File: src/rtl/addr_reg_pkg.sv
package addr_reg_pkg;

  typedef enum logic [1:0] {
    ADJ_STEP_UP   = 2'b00,
    ADJ_STEP_DOWN = 2'b01,
    ADJ_DISP_LO   = 2'b10,
    ADJ_DISP_HI   = 2'b11
  } adj_op_e;

endpackage

File: src/rtl/addr_offset_gen.sv
module addr_offset_gen
  import addr_reg_pkg::*;
#(
  parameter int ADDR_W = 16,
  parameter int DISP_W = 8
) (
  input  logic [1:0]        opt,
  input  logic              bridge_en,
  input  logic [DISP_W-1:0] ival,
  output logic [ADDR_W-1:0] offset
);
  localparam int EXT_W = ADDR_W - DISP_W;

  logic [ADDR_W-1:0] one_c;
  logic [ADDR_W-1:0] zero_ext;
  logic [ADDR_W-1:0] ones_ext;

  assign one_c    = ADDR_W'(1);
  assign zero_ext = {{EXT_W{1'b0}}, ival};
  assign ones_ext = {{EXT_W{1'b1}}, ival};

  always_comb begin
    unique case (adj_op_e'(opt))
      ADJ_STEP_UP:   offset = bridge_en ? '0    : one_c;
      ADJ_STEP_DOWN: offset = bridge_en ? one_c : '1;
      ADJ_DISP_LO:   offset = zero_ext;
      ADJ_DISP_HI:   offset = ones_ext;
      default:       offset = one_c;
    endcase
  end
endmodule

File: src/rtl/addr_base_adder.sv
module addr_base_adder #(
  parameter int ADDR_W = 16
) (
  input  logic              bridge_en,
  input  logic [ADDR_W-1:0] reg_val,
  input  logic [ADDR_W-1:0] data_bus,
  input  logic [ADDR_W-1:0] offset,
  output logic [ADDR_W-1:0] sum
);
  logic [ADDR_W-1:0] base;

  assign base = bridge_en ? data_bus : reg_val;
  assign sum  = base + offset;
endmodule

File: src/rtl/addr_reg_store.sv
module addr_reg_store #(
  parameter int ADDR_W   = 16,
  parameter int NUM_REGS = 4,
  parameter int SEL_W    = $clog2(NUM_REGS)
) (
  input  logic              clk,
  input  logic              rst,
  input  logic              we,
  input  logic [SEL_W-1:0]  sel,
  input  logic [ADDR_W-1:0] wdata,
  output logic [ADDR_W-1:0] rdata
);
  logic [ADDR_W-1:0] regs [NUM_REGS];

  for (genvar g = 0; g < NUM_REGS; g++) begin : g_reg
    always_ff @(posedge clk) begin
      if (rst) begin
        regs[g] <= '0;
      end else if (we && (sel == SEL_W'(g))) begin
        regs[g] <= wdata;
      end
    end
  end

  assign rdata = regs[sel];
endmodule

File: src/rtl/addr_reg_bank.sv
module addr_reg_bank #(
  parameter int ADDR_W   = 16,
  parameter int NUM_REGS = 4,
  parameter int DISP_W   = 8,
  parameter int SEL_W    = $clog2(NUM_REGS)
) (
  input  logic              clk,
  input  logic              rst,
  input  logic [SEL_W-1:0]  sel,
  input  logic [1:0]        opt,
  input  logic              bridge_en,
  input  logic [DISP_W-1:0] ival,
  input  logic [ADDR_W-1:0] data_bus,
  input  logic              wr_en,
  output logic [ADDR_W-1:0] addr_out
);
  logic [ADDR_W-1:0] offset;
  logic [ADDR_W-1:0] sum;
  logic [ADDR_W-1:0] cur;

  addr_offset_gen #(.ADDR_W(ADDR_W), .DISP_W(DISP_W)) u_offset (
    .opt       (opt),
    .bridge_en (bridge_en),
    .ival      (ival),
    .offset    (offset)
  );

  addr_base_adder #(.ADDR_W(ADDR_W)) u_adder (
    .bridge_en (bridge_en),
    .reg_val   (cur),
    .data_bus  (data_bus),
    .offset    (offset),
    .sum       (sum)
  );

  addr_reg_store #(.ADDR_W(ADDR_W), .NUM_REGS(NUM_REGS), .SEL_W(SEL_W)) u_store (
    .clk   (clk),
    .rst   (rst),
    .we    (wr_en),
    .sel   (sel),
    .wdata (sum),
    .rdata (cur)
  );

  assign addr_out = cur;
endmodule

File: config.mk
export PLATFORM = sky130hd
export DESIGN_NAME = addr_reg_bank
export DESIGN_NICKNAME = d
export VERILOG_FILES = /design/src/rtl/addr_reg_pkg.sv /design/src/rtl/addr_offset_gen.sv /design/src/rtl/addr_base_adder.sv /design/src/rtl/addr_reg_store.sv /design/src/rtl/addr_reg_bank.sv
export SDC_FILE = /design/constraint.sdc
export NUM_CORES = 1
export LEC_CHECK = 0
export ABC_AREA = 1
export BUFFER_PORTS_ARGS = -buffer_cell sky130_fd_sc_hd__buf_2
export CAP_MARGIN = 40
export CORE_UTILIZATION = 37
export DETAILED_ROUTE_END_ITERATION = 8
export PLACE_DENSITY_LB_ADDON = 0.08
export SLEW_MARGIN = 20
export SYNTH_ARGS = -nofsm -noshare
export SYNTH_HDL_FRONTEND = slang
export SYNTH_SLANG_ARGS = --single-unit
File: constraint.sdc
create_clock -name clk -period 4.4 [get_ports clk]
set_clock_uncertainty 0.1 [all_clocks]
set_input_delay 0.44 -clock clk [delete_from_list [all_inputs] [get_ports clk]]
set_output_delay 0.44 -clock clk [all_outputs]
set_load 0.03 [all_outputs]
* Word level (Yosys, flattened, before mapping)
Memories as Yosys holds them, arrays and structs flattened.
Cells that the tools add are included.
W data, S select, Z words.
** Word-level totals
- Flip-flop bits (word level) :: 0
- RAM bits :: 64
- Input bits :: 32
- Output and inout port bits :: 16
- Memories :: 1
** Memories
- u_store.regs :: depth 4, width 16, read ports 1, clocked after memory_dff 0, wr ports 4, line addr_reg_store.sv:13 : logic [ADDR_W-1:0] regs [NUM_REGS];
** Cells by class
- $add $sub $neg :: 1
- Equal/unequal tests :: 6
- Mux-type cells :: 22
- Bitwise operators :: 4
- Reduce and logical (&&, ||, !) cells :: 6
** Operator list (number)
- $mux W16 :: 6
- $pmux W16 S4 :: 1
- $add A16 B16 Y16 :: 1
- $mux W1 :: 15
- $eq A2 B2 Y1 const B :: 4
- $eq A2 B1 Y1 const B :: 2
- $logic_and A1 B1 Y1 :: 4
- $logic_not A2 Y1 :: 2
- $or A1 B1 Y1 :: 4

* Depth between registers and ports, before layout
Gate-level depths: netlist of run 1.
- Depth in word-level cells :: 6
- Gate-level depth with buffers :: 19
- Mapped depth without buffers :: 18

* Modules after synthesis
Synthesis of run 1 repeated with hierarchy kept, for this count alone.
** Unflattened totals
- Cells, all modules :: 557
- Area, all modules :: 4438.0 um^2
** Modules (own cells, without submodules)
- addr_reg_store :: times used 1, cells an instance 323, area each 3153.0 um^2, seq. area each 1921.8 um^2
- addr_base_adder :: times used 1, cells an instance 202, area each 1113.6 um^2, seq. area each 0.0 um^2
- addr_offset_gen :: times used 1, cells an instance 32, area each 171.4 um^2, seq. area each 0.0 um^2

* Least setup slack after synthesis of run 1
No wires, ideal clock.
- Path kind :: input port to flip-flop
- From :: input sel[0]
- To :: memory u_store.regs[0][8] (data pin)
- Data arrival time :: 2.559 ns
- Path slack :: 1.475 ns
- Stages on the path :: 13
- Path buffers :: 1
- Cell sequence :: buf_2 > nand2_2 > inv_2 > a22oi_1 > nand3_1 > nand2_1 > nand2_1 > fa_1 > nand3_1 > nand2_1 > a21oi_1 > xor2_1 > nor2_1
** RTL lines
- from (decl) :: line addr_reg_bank.sv:9 : input logic [SEL_W-1:0] sel,
- to (decl) :: line addr_reg_store.sv:13

==> results of run 1 <==
## routing by layer
layer / share of wire [%] / wire, um
met1: 49 / 5020
met2: 46 / 4690
met3: 4.1 / 425
met4: 1.3 / 130
met5: 0 / 0
## power by group through the flow
stage          registers, mW  clock network (mW)  logic (mW)
2_1_floorplan          0.733                   0       0.282
3_3_place_gp           0.736                   0       0.410
3_5_place_dp           0.736                   0       0.410
4_1_cts                0.723               0.473       0.411
5_1_grt                0.726               0.499       0.456
6_report               0.723               0.467       0.408
## cell usage in the layout, fill, tap and decap left out, drive strengths merged, types with 4 or more instances in the layout
cell	instances
clkinv	4
nand3b	5
or2	4
a22oi	14
edfxtp	64
o22ai	6
xnor2	6
nand3	18
o21ai	18
clkbuf	11
a31oi	6
nand2	115
a21oi	13
inv	42
ha	15
buf	52
nor2	93
## logic make-up (layout without fill, tap and decap cells)
| kind of cell | after synthesis | in the layout |
|---|---|---|
| flops | 64 | 64 |
| fa+ha+maj | 16 | 16 |
| simple gates | 241 | 241 |
| xor+xnor | 7 | 7 |
| buf+inv | 51 | 110 |
| compound gates | 61 | 61 |
## area by class of cell
class / instances / share of cell area (%)
clock buffers: 11 / 3.03
clock inverters: 5 / 1.10
flip-flops and latches: 64 / 44.4
multi-input cells: 325 / 37.7
well taps: 133 / 3.84
inverters: 42 / 3.64
repair buffers: 52 / 6.30
## critical path, delay by kind of cell
family / cells / cell delay, ns
buffers and inverters: 3 / 0.41
AO/OA/AOI/OAI: 3 / 0.55
XOR/XNOR: 1 / 0.34
adder cells (fa/ha/maj): 2 / 0.67
AND/OR/NAND/NOR: 4 / 0.52
## final timing paths
path,from,end,slack (ns),depth (start not counted)
max reg2reg,u_store.regs[3][0],u_store.regs[0][8],1.76,9
max,sel[0],u_store.regs[0][8],1.40,13
min reg2reg,u_store.regs[2][0],u_store.regs[2][0],1.00,5
min,wr_en,u_store.regs[0][2],0.69,3
==> reports/metrics.csv, run 1 <==
metric,value,unit
internal_power,1.09,mW
grt_pass1_vias,2971,
synth-adder-area-share,5.53,%
yosysSeqAreaShare,51.2,%
die_x,103,um
total_power,1.60,mW
die_area,10600,um^2
p_sw,506,uW
fin_util,44.1,%
port_buffers,47,
critPathMaxStageDelay,0.41,ns
clk_pin_slew,0.07,ns
postSynth.asyncResetShare,0,%
start_util,38.2,%
p_per_area,369,nW/um^2
gp_congestion,0.852,
tns,0,ns
top_register,u_store.regs,
rows,36,
place_inst,616,
status,"complete, no violations",
comb_power_share,25.5,%
drive_gt1_share,16.0,%
dpl_cell_area,4150,um^2
io_pins,48,
nets,542,
cp_max_fo,9,
met2_usage,34.1,%
slew_headroom,43.6,%
yosys_warnings,0,
stdcell_count,632,
drv_cap,0,
synth_compound_area_share,9.77,%
synth_mux_area_share,0,%
synth_xor_area_share,1.63,%
worstPathRequired,4.34,ns
cts_resized,0,
setup_slack,1.40,ns
drt_first_pass_iters,4,
netlist_area,3750,um^2
finalMaxSlewViolations,0,
clock_latency,0.33,ns
postLayoutCellArea,4330,um^2
yosys_register_bits,64,
synth.most_common_cell,nand2_1,
area_delta_synth_final,15.4,%
max_freq,333,MHz
grt_use_total,21.3,%
p_seq_share,45.2,%
synth_edf_count,64,
grt_pass1_wl,16100,um
p_leak,2.01,nW
arrival,2.94,ns
largestRegisters,u_store.regs: 64 flops,
swShare,31.7,%
dp_hpwl,7620,um
synth_area_leader_cell,edfxtp_1,
drc,0,
synth_top_family_by_area,simple AND/OR/NAND/NOR gates,
postCtsSetupRepairBufs,0,
synth.distinct_cells,32,
hold_class,in2reg,
p_clk_share,29.2,%
hold_violations,0,
met1_usage,30.0,%
yosys.area.top_type_share,51.2,%
cts_tree,built,
min_period_over_period,68.2,%
ys.flop_type,edfxtp_1,
tightest_slew,0.844,ns
largest_reg_flops,64,
cp_slowest_cell,fa_1,
syn-num-nets,488,
setup_violations,0,
start_kind,input port,
grtUsageMet3,2.92,%
grt_max_degree,20,
grt_overflow,0,
rsz0062_at_grt,false,
path_cells,"buf_2, inv_1, nand2_2, inv_2, a22oi_1, a31oi_1, ha_1, fa_1, nand3_1, nand2_1, a21oi_1, xor2_1, nor2_1",
drtIter0Drc,218,
grt.busiest_layer,met2,
htreeDepth,3,
multi_input_area,1630,um^2
synth_common_cells,"112 x nand2_1, 92 x nor2_1, 64 x edfxtp_1",
holdBufCountCts,0,
synth-simple-area-share,26.6,%
ant_nets,0,
wl_per_cell,16.2,um
cts-root-buf,clkbuf_8,
synthTopCellsByArea,"edfxtp_1 51%, nand2_1 11%, nor2_1 9.2%",
antenna_cells,0,
syn_inst,440,
antenna_found_initial,0,
peakVddDrop,0.167,mV
cts_inserted_buffers,9,
period_minus_slack,3.00,ns
avgSynthCellArea,8.53,um^2
hold_slack,0.690,ns
routed_via_density,5.01,
core_area,9820,um^2
clk_path_buf_depth,2,
num_vias,3167,
wl,10300,um
fillers,1046,
end_kind,flip-flop,
chipHeight,103,um
regArea,1920,um^2
clock-sinks,64,
path_class,in2reg,
pre_cts_slack,1.03,ns
No activity file was read; power rests on OpenSTA's default activity.
==> inputs of run 2 (changes only) <==
Clock period 4.4 ns to 3 ns, I/O delays scaled along.
==> reports/metrics.csv, run 2 (same netlist as run 1, synthesis figures left out) <==
metric,value,unit,change
chipHeight,103,um,unchanged
p_per_area,519,nW/um^2,was 369 nW/um^2
path_cells,"buf_2, inv_2, nand2_2, inv_2, buf_4, a22oi_1, a31oi_1, ha_1, nand2_1, inv_1, a21oi_1, nand2_1, nand2_1, nand2_1, inv_1, nand2_1, nand2_1, nor2_1",,"was buf_2, inv_1, nand2_2, inv_2, a22oi_1, a31oi_1, ha_1, fa_1, nand3_1, nand2_1, a21oi_1, xor2_1, nor2_1"
drive_gt1_share,18.4,%,was 16.0%
grt_use_total,22.2,%,was 21.3%
r2r_end,u_store.regs[1][15],,was u_store.regs[0][8]
arrival,2.59,ns,was 2.94 ns
peakVddDrop,0.153,mV,was 0.167 mV
clk_pin_slew,0.07,ns,about the same
die_x,103,um,unchanged
cts-root-buf,clkbuf_8,,unchanged
port_buffers,47,,unchanged
cp_slowest_cell,ha_1,,was fa_1
cts_inserted_buffers,9,,unchanged
status,"complete, no violations",,unchanged
end_kind,flip-flop,,unchanged
num_vias,3185,,was 3167
largestRegisters,u_store.regs: 64 flops,,unchanged
critPathMaxStageDelay,0.39,ns,was 0.41 ns
tns,0,ns,unchanged
io_pins,48,,unchanged
cp_max_fo,5,,was 9
ant_nets,0,,unchanged
core_area,9820,um^2,unchanged
rsz0062_at_grt,false,,unchanged
start_kind,input port,,unchanged
postCtsSetupRepairBufs,0,,unchanged
top_register,u_store.regs,,unchanged
largest_reg_flops,64,,unchanged
wl_per_cell,16.3,um,was 16.2 um
drc,0,,unchanged
fin_util,45.1,%,was 44.1%
stdcell_count,648,,was 632
wl,10600,um,was 10300 um
finalMaxSlewViolations,0,,unchanged
hold_violations,0,,unchanged
worstPathRequired,2.98,ns,was 4.34 ns
drv_cap,0,,unchanged
max_freq,384,MHz,
nets,558,,was 542
grt_max_degree,20,,unchanged
routed_via_density,4.92,,was 5.01
worstHoldPathCells,3,,unchanged
grt_overflow,0,,unchanged
clock-sinks,64,,unchanged
tightest_slew,0.664,ns,was 0.844 ns
setup_slack,0.394,ns,was 1.40 ns
period_minus_slack,2.61,ns,
start_util,38.2,%,unchanged
pre_cts_slack,0.0538,ns,was 1.03 ns
holdPathEnd,u_store.regs[0][7],,was u_store.regs[0][2]
drt_first_pass_iters,4,,unchanged
hp-start,wr_en,,unchanged
min_period_over_period,86.9,%,
layout_commonest_cell,nand2_1,,unchanged
gp_congestion,0.923,,was 0.852
antenna_found_initial,0,,unchanged
place_inst,631,,was 616
grt_pass1_vias,3093,,was 2971
total_power,2.30,mW,was 1.60 mW
reg2reg_slack,0.40,ns,was 1.76 ns
setup_violations,0,,unchanged
drtIter0Drc,127,,was 218
path_buf_inv,6,,was 3
p_leak,2.07,nW,was 2.01 nW
hold_class,in2reg,,unchanged
r2r_start,u_store.regs[0][4],,was u_store.regs[3][0]
multi_input_area,1630,um^2,unchanged
critPathTopFamily,simple AND/OR/NAND/NOR gates,,was adder cells
rows,36,,unchanged
path_class,in2reg,,unchanged
slew_headroom,55.5,%,was 43.6%
cpMostUsedCell,nand2_1,,
clock_latency,0.34,ns,was 0.33 ns
cts_tree,built,,unchanged
regArea,1920,um^2,unchanged
fillers,1029,,was 1046
startpoint,sel[1],,was sel[0]
htreeDepth,3,,unchanged
holdBufCountCts,0,,unchanged
clk_path_buf_depth,2,,unchanged
reg2regPathDepth,15,,was 9
grt_pass1_wl,16800,um,was 16100 um
cts_resized,0,,unchanged
area_delta_synth_final,18.0,%,was 15.4%
antenna_cells,0,,unchanged
dp_hpwl,7740,um,was 7620 um
die_area,10600,um^2,unchanged
final_cell_mix,"112 x nand2_1, 92 x nor2_1, 64 x edfxtp_1, 47 x buf_2, 36 x inv_1",,unchanged
-- run 2: cell types whose count changed in the layout (fill, tap and decap cells not counted), sizes merged --
cell,before,now
buf,52,68
clkinv,4,7
clkbuf,11,9
bufinv,1,0
-- run 2: worst max-delay path by stage --
stage	cells past startpoint	to	slack [ns]
after global placement	18	u_store.regs[0][15]	0.07
after floorplan	13	u_store.regs[0][8]	0.21
after CTS	15	u_store.regs[0][15]	0.37
after global routing	17	u_store.regs[3][13]	0.13
after detailed placement	18	u_store.regs[0][15]	0.05
final	18	u_store.regs[1][15]	0.39
-- run 2: layout make-up --
| type | instances | area share (%) |
|---|---|---|
| Sequential cell | 64 | 43.4 |
| Multi-Input combinational cell | 325 | 36.9 |
| Timing Repair Buffer | 68 | 8.95 |
| Tap cell | 133 | 3.76 |
| Inverter | 42 | 3.56 |
| Clock buffer | 9 | 2.80 |
| Clock inverter | 7 | 0.650 |
-- run 2: metrics by stage --
stage	hold WS, ns	instance area [um^2]
after floorplan	0.518	3750
after global placement	0.829	4270
after detailed placement	0.832	4270
after CTS	0.532	4420
after global routing	0.473	4430
final	0.465	4430
-- run 2: per-layer routing --
layer	GRT usage (%)	part of all wire [%]	vias to the layer above
met5	0	0	-
met4	7.25	1.3	0
met3	2.44	3.5	11
met2	33.9	46	64
met1	32.9	49	1492
li1	-	-	1618
-- run 2: power breakdown --
part	total (mW)	leakage, nW	switching (mW)	internal (mW)
sequential	1.06	0.672	0.0136	1.04
clock	0.604	0.0804	0.321	0.282
combinational	0.636	1.32	0.429	0.206
-- run 2: worst reg2reg max path, cell delays in order (launching register included) --
cell and delay, ns:
edfxtp_1 0.37, a22oi_1 0.20, nand3_1 0.19, nand2_1 0.12, nand2_1 0.06, ha_1 0.37
nand2_1 0.08, nand2_1 0.07, a21oi_1 0.13, nand2_1 0.14, nand2_1 0.09, nand2_1 0.09
inv_1 0.07, nand2_1 0.05, nand2_1 0.16, nor2_1 0.06
==> inputs of run 3 (changes only) <==
Settings changed: CORE_ASPECT_RATIO from default to 1.1.
==> reports/metrics.csv, run 3 (same netlist as run 1, synthesis figures left out) <==
metric,value,unit,change
hold_violations,0,,unchanged
cpMostUsedCell,nand2_1,,unchanged
p_leak,2.05,nW,was 2.07 nW
slew_headroom,48.8,%,was 55.5%
antenna_cells,0,,unchanged
postCtsSetupRepairBufs,0,,unchanged
grt_max_degree,20,,unchanged
period_minus_slack,2.70,ns,was 2.61 ns
wl,10200,um,was 10600 um
status,"complete, but fails checks",,"was complete, no violations"
gp_congestion,0.907,,was 0.923
nets,551,,was 558
top_register,u_store.regs,,unchanged
setup_slack,0.302,ns,was 0.394 ns
cts-root-buf,clkbuf_8,,unchanged
wl_per_cell,16.3,um,about the same
htreeDepth,3,,unchanged
holdBufCountCts,0,,unchanged
hold_slack,0.469,ns,was 0.465 ns
setup_violations,0,,unchanged
cts_tree,built,,unchanged
final_cell_mix,"112 x nand2_1, 92 x nor2_1, 64 x edfxtp_1, 47 x buf_2, 36 x inv_1",,unchanged
die_x,98.0,um,was 103 um
rows,38,,was 36
critPathMaxStageDelay,0.42,ns,was 0.39 ns
end_kind,flip-flop,,unchanged
ant_nets,0,,unchanged
finalMaxSlewViolations,0,,unchanged
reg2reg_slack,0.30,ns,was 0.40 ns
area_delta_synth_final,16.8,%,was 18.0%
clk_path_buf_depth,2,,unchanged
chipHeight,108,um,was 103 um
min_period_over_period,89.9,%,was 86.9%
multi_input_area,1630,um^2,unchanged
rsz0062_at_grt,false,,unchanged
p_per_area,543,nW/um^2,was 519 nW/um^2
num_vias,3170,,was 3185
core_area,9840,um^2,was 9820 um^2
grt_pass1_vias,2993,,was 3093
drc,4,,was 0
tns,0,ns,unchanged
drv_cap,0,,unchanged
layout_commonest_cell,nand2_1,,unchanged
start_util,38.1,%,was 38.2%
hold_class,in2reg,,unchanged
path_cells,"a22oi_1, a31oi_1, ha_1, fa_1, nand3_1, nand2_1, nand2_1, nand2_1, nand2_1, nand3b_1, nand2_1, nor2_1",,"was buf_2, inv_2, nand2_2, inv_2, buf_4, a22oi_1, a31oi_1, ha_1, nand2_1, inv_1, a21oi_1, nand2_1, nand2_1, nand2_1, inv_1, nand2_1, nand2_1, nor2_1"
clk_pin_slew,0.07,ns,about the same
largest_reg_flops,64,,unchanged
clock-sinks,64,,unchanged
arrival,2.68,ns,was 2.59 ns
drive_gt1_share,17.5,%,was 18.4%
clock_latency,0.35,ns,was 0.34 ns
regArea,1920,um^2,unchanged
drtIter0Drc,218,,was 127
antenna_found_initial,0,,unchanged
grt_use_total,20.8,%,was 22.2%
stdcell_count,628,,was 648
peakVddDrop,0.197,mV,was 0.153 mV
max_freq,371,MHz,was 384 MHz
tightest_slew,0.766,ns,was 0.664 ns
dp_hpwl,7520,um,was 7740 um
cts_resized,0,,unchanged
place_inst,612,,was 631
cts_inserted_buffers,9,,unchanged
grt_overflow,0,,unchanged
worstPathRequired,2.99,ns,was 2.98 ns
largestRegisters,u_store.regs: 64 flops,,unchanged
pre_cts_slack,-0.0499,ns,was 0.0538 ns
port_buffers,47,,unchanged
grt_pass1_wl,16000,um,was 16800 um
cp_slowest_cell,fa_1,,was ha_1
violations,DRC,,
drt_first_pass_iters,7,,was 4
cp_max_fo,4,,was 5
routed_via_density,5.05,,was 4.92
fillers,991,,was 1029
start_kind,flip-flop,,was input port
path_class,reg2reg,,was in2reg
io_pins,48,,unchanged
die_area,10600,um^2,about the same
run 3: cell count changes in the layout (fill, tap and decap cells not counted), sizes merged:
cell,delta
buf,-7
bufinv,+1
clkbuf,+2
clkinv,-3
run 3: area by class of cell:
cell class,instances,share of cell area (%)
inverter,42,3.60
tap,120,3.43
timing repair buffer,61,7.76
clock inverter,5,1.08
clock buffer,11,3.00
sequential,64,43.8
multi-input combinational,325,37.3
run 3: path summary, 6_finish.rpt:
| kind | start | end | depth (start not counted) |
|---|---|---|---|
| worst max register to register | u_store.regs[0][0] | u_store.regs[3][14] | 12 |
| worst min-delay path | data_bus[15] | u_store.regs[2][15] | 7 |
| worst max-delay path | u_store.regs[0][0] | u_store.regs[3][14] | 12 |
| worst min register to register | u_store.regs[0][15] | u_store.regs[2][15] | 8 |
run 3: stage by stage:
stage               cell area (um^2)  power (mW)  util [%]
floorplan                       3750        1.49         -
CTS                             4380        2.40      44.5
finish                          4380        2.38      44.5
detailed placement              4200        1.71      42.7
global route                    4380        2.50      44.5
global placement                4200        1.70      42.7
run 3: report_power, final:
group	switching [mW]	internal, mW
combinational	0.425	0.203
clock	0.319	0.375
sequential	0.0138	1.04
total	0.758	1.62
run 3: critical path, delay by kind of cell, from the launching register on:
kind,cells,cell delay (ns)
AND/OR/NAND/NOR,8,0.80
adder cells (fa/ha/maj),2,0.71
AO/OA/AOI/OAI,2,0.44
flip-flops,1,0.37
run 3: layer usage:
metal | global-route usage, % | share of wire (%) | vias up | wire length [um]
met1 | 28.2 | 47 | 1473 | 4780
met2 | 33.0 | 47 | 76 | 4800
met5 | 0 | 0 | - | 0
met4 | 7.14 | 1.8 | 0 | 187
li1 | - | - | 1609 | -
met3 | 4.35 | 4.7 | 12 | 478
